**config.mk**
```make
export PLATFORM = sky130hd
export DESIGN_NAME = gpio_mux_bank
export DESIGN_NICKNAME = d
export VERILOG_FILES = /design/src/rtl/gpm_pkg.sv /design/src/rtl/gpm_ctrl.sv /design/src/rtl/gpm_datapath.sv /design/src/rtl/gpm_pin_mux.sv /design/src/rtl/gpio_mux_bank.sv
export SDC_FILE = /design/constraint.sdc
export NUM_CORES = 1
export LEC_CHECK = 0
export BUFFER_PORTS_ARGS = -buffer_cell sky130_fd_sc_hd__buf_4
export CAP_MARGIN = 20
export CORE_ASPECT_RATIO = 0.9
export CORE_MARGIN = 2
export CORE_UTILIZATION = 43
export CTS_CLUSTER_SIZE = 8
export DETAILED_ROUTE_END_ITERATION = 7
export GPL_ROUTABILITY_DRIVEN = 1
export PLACE_DENSITY = 0.86
export SLEW_MARGIN = 10
export SYNTH_ARGS = -nofsm -noshare
export SYNTH_HDL_FRONTEND = slang
export SYNTH_SLANG_ARGS = --single-unit
export TNS_END_PERCENT = 30
```
**constraint.sdc**
```tcl
create_clock -name clk -period 1.1 [get_ports clk]
set_input_delay 0 -clock clk [delete_from_list [all_inputs] [get_ports clk]]
set_output_delay 0 -clock clk [all_outputs]
set_load 0.05 [all_outputs]
```
**src/rtl/gpm_pkg.sv**
```systemverilog
package gpm_pkg;

  localparam logic [1:0] ADDR_DATA = 2'd0;
  localparam logic [1:0] ADDR_DIR  = 2'd1;
  localparam logic [1:0] ADDR_SEL  = 2'd2;

  typedef enum logic [1:0] {
    RD_PAD  = 2'd0,
    RD_DIR  = 2'd1,
    RD_SEL  = 2'd2,
    RD_ZERO = 2'd3
  } gpmRdSrc_t;

  typedef struct packed {
    logic      wrData;
    logic      wrDir;
    logic      wrSel;
    gpmRdSrc_t rdSrc;
  } gpmStrobes_t;

endpackage

```
**src/rtl/gpm_ctrl.sv**
```systemverilog
module gpm_ctrl
  import gpm_pkg::*;
#(
  parameter int ADDR_W = 2
) (
  input  logic [ADDR_W-1:0] regAddr,
  input  logic              regWrEn,
  output gpmStrobes_t       strb
);

  always_comb begin
    strb        = '0;
    strb.rdSrc  = RD_ZERO;
    unique case (regAddr)
      ADDR_DATA: begin
        strb.wrData = regWrEn;
        strb.rdSrc  = RD_PAD;
      end
      ADDR_DIR: begin
        strb.wrDir = regWrEn;
        strb.rdSrc = RD_DIR;
      end
      ADDR_SEL: begin
        strb.wrSel = regWrEn;
        strb.rdSrc = RD_SEL;
      end
      default: strb.rdSrc = RD_ZERO;
    endcase
  end

endmodule

```
**src/rtl/gpm_datapath.sv**
```systemverilog
module gpm_datapath
  import gpm_pkg::*;
#(
  parameter int PIN_COUNT = 8,
  parameter int SEL_W     = 2,
  localparam int REG_W    = SEL_W * PIN_COUNT
) (
  input  logic                 clk,
  input  logic                 rstN,
  input  gpmStrobes_t          strb,
  input  logic [REG_W-1:0]     regWrData,
  input  logic [PIN_COUNT-1:0] setMask,
  input  logic [PIN_COUNT-1:0] clrMask,
  input  logic [PIN_COUNT-1:0] tglMask,
  input  logic [PIN_COUNT-1:0] padIn,
  output logic [PIN_COUNT-1:0] dataQ,
  output logic [PIN_COUNT-1:0] dirQ,
  output logic [REG_W-1:0]     selQ,
  output logic [REG_W-1:0]     regRdData
);

  logic [PIN_COUNT-1:0] dataBase;
  logic [PIN_COUNT-1:0] dataD;

  // write first, then toggle, then set, then clear (clear wins)
  always_comb begin
    dataBase = strb.wrData ? regWrData[PIN_COUNT-1:0] : dataQ;
    dataD    = ((dataBase ^ tglMask) | setMask) & ~clrMask;
  end

  always_ff @(posedge clk or negedge rstN) begin
    if (!rstN) begin
      dataQ <= '0;
      dirQ  <= '0;
      selQ  <= '0;
    end else begin
      dataQ <= dataD;
      if (strb.wrDir) dirQ <= regWrData[PIN_COUNT-1:0];
      if (strb.wrSel) selQ <= regWrData;
    end
  end

  always_comb begin
    regRdData = '0;
    unique case (strb.rdSrc)
      RD_PAD:  regRdData[PIN_COUNT-1:0] = padIn;
      RD_DIR:  regRdData[PIN_COUNT-1:0] = dirQ;
      RD_SEL:  regRdData                = selQ;
      default: regRdData                = '0;
    endcase
  end

  // a cleared bit is 0 after the edge
  assert_clear_wins_R6: assert property (@(posedge clk) disable iff (!rstN)
    1'b1 |=> ((dataQ & $past(clrMask)) == '0));

  // a set bit without clear is 1 after the edge
  assert_set_bit_R5: assert property (@(posedge clk) disable iff (!rstN)
    1'b1 |=> ((dataQ & $past(setMask & ~clrMask)) == $past(setMask & ~clrMask)));

  // toggle-only bits invert when no register write happens
  assert_toggle_inv_R7: assert property (@(posedge clk) disable iff (!rstN)
    !strb.wrData |=> (((dataQ ^ $past(dataQ)) & $past(tglMask & ~setMask & ~clrMask))
                      == $past(tglMask & ~setMask & ~clrMask)));

  // untouched bits hold when no register write happens
  assert_hold_untouched_R5: assert property (@(posedge clk) disable iff (!rstN)
    !strb.wrData |=> (((dataQ ^ $past(dataQ)) & ~$past(tglMask | setMask | clrMask)) == '0));

  // direction latch changes only on its write strobe
  assert_dir_stable_R8: assert property (@(posedge clk) disable iff (!rstN)
    !strb.wrDir |=> $stable(dirQ));

  // select register changes only on its write strobe
  assert_sel_stable_R10: assert property (@(posedge clk) disable iff (!rstN)
    !strb.wrSel |=> $stable(selQ));

endmodule

```
**src/rtl/gpm_pin_mux.sv**
```systemverilog
module gpm_pin_mux #(
  parameter int NUM_PERIPH = 3,
  parameter int SEL_W      = 2
) (
  input  logic [SEL_W-1:0]      sel,
  input  logic                  gpioOut,
  input  logic                  gpioOe,
  input  logic [NUM_PERIPH-1:0] perOut,
  input  logic [NUM_PERIPH-1:0] perOe,
  output logic                  padOut,
  output logic                  padOe
);

  always_comb begin
    padOut = gpioOut;
    padOe  = gpioOe;
    for (int k = 1; k <= NUM_PERIPH; k++) begin
      if (sel == SEL_W'(k)) begin
        padOut = perOut[k-1];
        padOe  = perOe[k-1];
      end
    end
  end

endmodule

```
**src/rtl/gpio_mux_bank.sv**
```systemverilog
module gpio_mux_bank
  import gpm_pkg::*;
#(
  parameter int PIN_COUNT  = 8,
  parameter int NUM_PERIPH = 3,
  parameter int ADDR_W     = 2,
  localparam int SEL_W     = $clog2(NUM_PERIPH + 1),
  localparam int REG_W     = SEL_W * PIN_COUNT,
  localparam int PER_W     = NUM_PERIPH * PIN_COUNT
) (
  input  logic                 clk,
  input  logic                 rstN,
  input  logic [ADDR_W-1:0]    regAddr,
  input  logic                 regWrEn,
  input  logic [REG_W-1:0]     regWrData,
  output logic [REG_W-1:0]     regRdData,
  input  logic [PIN_COUNT-1:0] setMask,
  input  logic [PIN_COUNT-1:0] clrMask,
  input  logic [PIN_COUNT-1:0] tglMask,
  input  logic [PIN_COUNT-1:0] padIn,
  output logic [PIN_COUNT-1:0] padOut,
  output logic [PIN_COUNT-1:0] padOe,
  input  logic [PER_W-1:0]     periphOut,
  input  logic [PER_W-1:0]     periphOe,
  output logic [PER_W-1:0]     periphIn
);

  gpmStrobes_t          strb;
  logic [PIN_COUNT-1:0] dataQ;
  logic [PIN_COUNT-1:0] dirQ;
  logic [REG_W-1:0]     selQ;

  gpm_ctrl #(.ADDR_W(ADDR_W)) ctrl_i (
    .regAddr (regAddr),
    .regWrEn (regWrEn),
    .strb    (strb)
  );

  gpm_datapath #(.PIN_COUNT(PIN_COUNT), .SEL_W(SEL_W)) dp_i (
    .clk       (clk),
    .rstN      (rstN),
    .strb      (strb),
    .regWrData (regWrData),
    .setMask   (setMask),
    .clrMask   (clrMask),
    .tglMask   (tglMask),
    .padIn     (padIn),
    .dataQ     (dataQ),
    .dirQ      (dirQ),
    .selQ      (selQ),
    .regRdData (regRdData)
  );

  // every peripheral input path sees the pad level
  assign periphIn = {NUM_PERIPH{padIn}};

  for (genvar p = 0; p < PIN_COUNT; p++) begin : gPin
    logic [NUM_PERIPH-1:0] pinPerOut;
    logic [NUM_PERIPH-1:0] pinPerOe;
    for (genvar k = 0; k < NUM_PERIPH; k++) begin : gSrc
      assign pinPerOut[k] = periphOut[k*PIN_COUNT + p];
      assign pinPerOe[k]  = periphOe[k*PIN_COUNT + p];
    end

    gpm_pin_mux #(.NUM_PERIPH(NUM_PERIPH), .SEL_W(SEL_W)) mux_i (
      .sel     (selQ[p*SEL_W +: SEL_W]),
      .gpioOut (dataQ[p]),
      .gpioOe  (dirQ[p]),
      .perOut  (pinPerOut),
      .perOe   (pinPerOe),
      .padOut  (padOut[p]),
      .padOe   (padOe[p])
    );

    // GPIO mode takes latch data and direction
    assert_gpio_mode_R1: assert property (@(posedge clk) disable iff (!rstN)
      (selQ[p*SEL_W +: SEL_W] == '0) |-> (padOut[p] == dataQ[p] && padOe[p] == dirQ[p]));
  end

  // first cycle out of reset leaves all pads undriven and low
  assert_reset_idle_R9: assert property (@(posedge clk) disable iff (!rstN)
    $rose(rstN) |-> (padOe == '0 && padOut == '0));

endmodule

```
Yosys cells after proc, flatten, opt, wreduce, memory -nomap -nowiden
Index checks and enable logic that the tools add are counted.

operators by class
  mux-type cells = 55
  reductions and logical operators = 2
  eq/ne operators = 28
  bitwise operators = 4

operators with widths
  kind                                                  number
  two-way mux 1 bit                                     51
  equality test 2 bit (second input constant)           18
  case mux 8 bit (3 select lines)                       1
  equality test 2 x 1 -> 1 bit (second input constant)  10
  two-way mux 8 bit                                     2
  AND 8 bit                                             1
  NOT 8 bit                                             1
  bitwise OR 8 bit                                      1
  XOR 8 bit                                             1
  case mux 2 bit (3 select lines)                       1
  logical NOT 2 bit                                     2

storage, ports and cells
  flip-flop bits (word level) = 32
  output and inout bits = 56
  word-level logic and storage cells = 92
  input bits = 101

Depth between registers and ports, before layout
  depth after elaboration = 6
  depth in mapped cells = 5
  mapped depth without buffers = 3

Hierarchy
A second synthesis with hierarchy kept.

second synthesis, totals
  cells, all modules = 173
  area total of the unflattened synthesis = 2,189.6 µm²

by module, submodules not included
  module         instances  seq. area each (µm²)  cells an instance  area an instance (µm²)
  gpm_datapath   1          800.8                 128                1,556.5
  gpm_pin_mux    8          0.0                   2                  52.6
  gpio_mux_bank  1          0.0                   24                 180.2
  gpm_ctrl       1          0.0                   5                  32.5

Least setup slack after synthesis
Ideal clock, no wire load.

  path kind = reg2out
  from = register dp_i.selQ[0]
  to = output port regRdData[0]
  path buffers = 0
  required time = 1.100 ns
  cell stages (with the launch flop) = 3
  arrival time = 1.571 ns
  slack = -0.471 ns
  cell sequence = dfrtp_1 > mux2i_1 > o21ai_0

between the ends
  word-level cells in the longest chain between the ends = 1

ends and longest elaborated chain
  what                             RTL line             text
  start, declared                  gpm_datapath.sv:18   output logic [REG_W-1:0] selQ,
  start signal, assigned           gpm_datapath.sv:39   if (strb.wrSel) selQ <= regWrData;
  case mux 8 bit (3 select lines)  gpm_datapath.sv:45   unique case (strb.rdSrc)
  end, declared                    gpio_mux_bank.sv:16  output logic [REG_W-1:0] regRdData,

No other way between the ends.

Worst setup path after layout
  from = register dp_i.selQ[8]
  to = output port padOe[4]

between the ends
  word-level cells in the longest chain between the ends = 4
  elaborated cells on any way between the ends = 6
  those cells by class = eq/ne (3); mux (3)

ends and longest elaborated chain
  what                            RTL line             text
  equality test 2 x 1 -> 1 bit    gpm_pin_mux.sv:18    if (sel == SEL_W'(k)) begin
  two-way mux 1 bit (2 in a row)  gpm_pin_mux.sv:18
  two-way mux 1 bit (*)           gpm_pin_mux.sv:18
  end, declared                   gpio_mux_bank.sv:22  output logic [PIN_COUNT-1:0] padOe,

Mark *: on every way between the ends. The rest lies on a longest branch, timed or not.

==> flow_metrics.tcl <==
set metrics [dict create \
    status "complete, but fails checks" \
    violations "setup timing" \
    cts.sinks 32 \
    cts_made_buffers 5 \
    fp.coreArea_sq_mm 0.00529 \
    startpoint_type "flop" \
    setup_ws_ps -291 \
    yosys-top-cells-area "dfrtp_1 34%, mux4_2 15%, buf_4 13%, mux2_2 11%, mux2i_1 3.4%" \
    die-width_um 82.5 \
    synth.top_cell.area_share_pct 33.6 \
    drtPass1Iterations 4 \
    hold_path_class "primary input to flop" \
    setup_viol 28 \
    drive_above_1_share_pct 66.3 \
    diodes 0 \
    synth_area_sq_mm 0.00238 \
    setup_tns_ps -5330 \
    port_buffers 156 \
    path_max_fanout 3 \
    rsz0062_at_grt "yes" \
    synth_top_family_by_area "multiplexers" \
    synthCells 206 \
    synthArstFlopShare_pct 100 \
    grt_pass1_wl_um 11600 \
    nFillCells 382 \
    fmax_ghz 0.719 \
    vias_per_cell 5.34 \
    synth_simple_gate_area_share_pct 11.7 \
    synth.yosys.seq_area_share_pct 33.6 \
    htreeDepth 2 \
    dr_total_vias 2337 \
    maxCapViolCount 0 \
    p_leak_nw 1.92 \
    start_util_pct 45.1 \
    cp-end-kind "output port" \
    dp.cells 404 \
    power_mw 5.30 \
    dp_slack_ps -111 \
    die-area_sq_mm 0.00615 \
    synth.distinct_cells 20 \
    path_class "flop to output port" \
    cts_tree "yes" \
    period_minus_slack_ps 1390 \
    muxShareOfSynthArea_pct 29.8 \
    synth_compound_area_share_pct 10.1 \
    clk_latency_ps 270 \
    finalHoldViolations 0 \
    layoutNonFillerInstCount 438 \
    grt_pass1_vias 2421 \
    overflow 0 \
    syn_to_final_growth_pct 65.3 \
    antenna_found_initial 0 \
    synth_most_common_cell "buf_4" \
    ys.flop_type "dfrtp_1" \
    cts_max_path_buffers 2 \
    tightest_slew_ps 428 \
    nets 472 \
    dpl.hpwl_um 5810 \
    crit_arrival_ps 1390 \
    synth_common_cells "42 x buf_4, 32 x dfrtp_1, 24 x mux2_2" \
    routabilityCongestion 0.738 \
    place_area_sq_mm 0.00348 \
    ys_ff_latch 32 \
    drt_iter0_markers 77 \
    whs_ps 6.78 \
    syn-num-nets 307 \
    post-synth-top-area-cell "dfrtp_1" \
    wl_um 7730 \
    grt_max_degree 33 \
    yosys.area_share.adder_pct 0 \
    finalInstanceArea_sq_mm 0.00394 \
    required_ps 1100 \
    final_antenna_net_count 0 \
    synth_xor_area_share_pct 0 \
    synth-edff-count 0 \
    clk_pin_slew_ps 60 \
    chipHeight_um 74.6 \
    cts-root-buf "clkbuf_8" \
    num_rows 25 \
    yosysWarningCount 0 \
    fin_crit_sh_pct 126 \
    fin_skew_ps 0 \
    ir_drop_mv 1.09 \
    max_slew_margin_pct 71.5 \
    avgSynthCellArea_sq_um 11.6 \
    grt_use_total_pct 25.0 \
    io_pins 157 \
    wl_per_cell_um 17.7 \
    fin_util_pct 74.5 \
    slew_viol_final 0 \
    power_density_mw_per_mm2 1350 \
    drc 0 \
]
## worst paths after layout
check | end | slack (ps) | startpoint | cells past startpoint
setup / recovery | padOe[4] | -290 | dp_i.selQ[8] | 2
hold reg to reg | dp_i.dirQ[3] | 540 | dp_i.dirQ[3] | 1
hold / removal | dp_i.selQ[4] | 7 | regWrData[4] | 2
setup reg to reg | dp_i.selQ[2] | 40 | dp_i.selQ[2] | 3
max in group asynchronous | dp_i.selQ[6] | 560 | rstN | 2
min in group asynchronous | dp_i.selQ[8] | 210 | rstN | 2
## logic make-up after synthesis
group	Yosys count
muxes	48
buffers and inverters	48
and+or+nand+nor	46
AOI/OAI and AO/OA	32
DFF	32
## final cells by class
class	instances	area, sq um	area share, %
tap	67	83.8	2.13
sequential	32	805	20.4
timing repair buffer	206	1720	43.8
clock inverter	1	5.00	0.127
multi-input combinational	126	1250	31.7
clock buffer	6	72.6	1.84
## flip-flops by register name, summed over array words and instances, names as in the netlist
| name | count |
|---|---|
| dp_i.selQ | 16 |
| dp_i.dataQ | 8 |
| dp_i.dirQ | 8 |
## power by group
part,switching (mW),internal (mW)
combinational,1.51,1.37
clock,0.408,0.430
sequential,0.209,1.37
## critical path, stage by stage (launching register included)
cell and delay, ps:
dfrtp_1 420, mux4_2 530, buf_6 170
## repair_timing
| item | 4_1_cts | 5_1_grt |
|---|---|---|
| hold buffers | 24 | 0 |
| setup endpoints to repair | 27 | 30 |
| setup buffers | 2 | 1 |
| hold endpoints to repair | 60 | 0 |
| gates resized for setup | 28 | 6 |
## metal layers
| layer | part of all wire (%) | vias up | global-route usage, % |
|---|---|---|---|
| li1 | - | 1053 | - |
| met1 | 35 | 1154 | 27.4 |
| met2 | 56 | 115 | 48.1 |
| met3 | 7.3 | 15 | 5.76 |
| met4 | 1.8 | 0 | 6.67 |
| met5 | 0 | - | 0 |
## cell usage in the layout, fill, tap and decap left out, types with 3 or more instances in the layout
| master | n |
|---|---|
| mux2_2 | 23 |
| dfrtp_2 | 3 |
| nor2b_1 | 10 |
| buf_4 | 153 |
| a31oi_1 | 8 |
| mux2i_1 | 6 |
| and2_1 | 8 |
| nand2_1 | 8 |
| mux4_2 | 16 |
| o21ai_1 | 6 |
| dlygate4sd3_1 | 24 |
| clkbuf_8 | 5 |
| nand3_1 | 8 |
| o211a_1 | 8 |
| dfrtp_1 | 29 |
| a211o_1 | 8 |
| buf_6 | 28 |
| and2_2 | 6 |
Note: power is estimated with default switching activity, not from simulation.
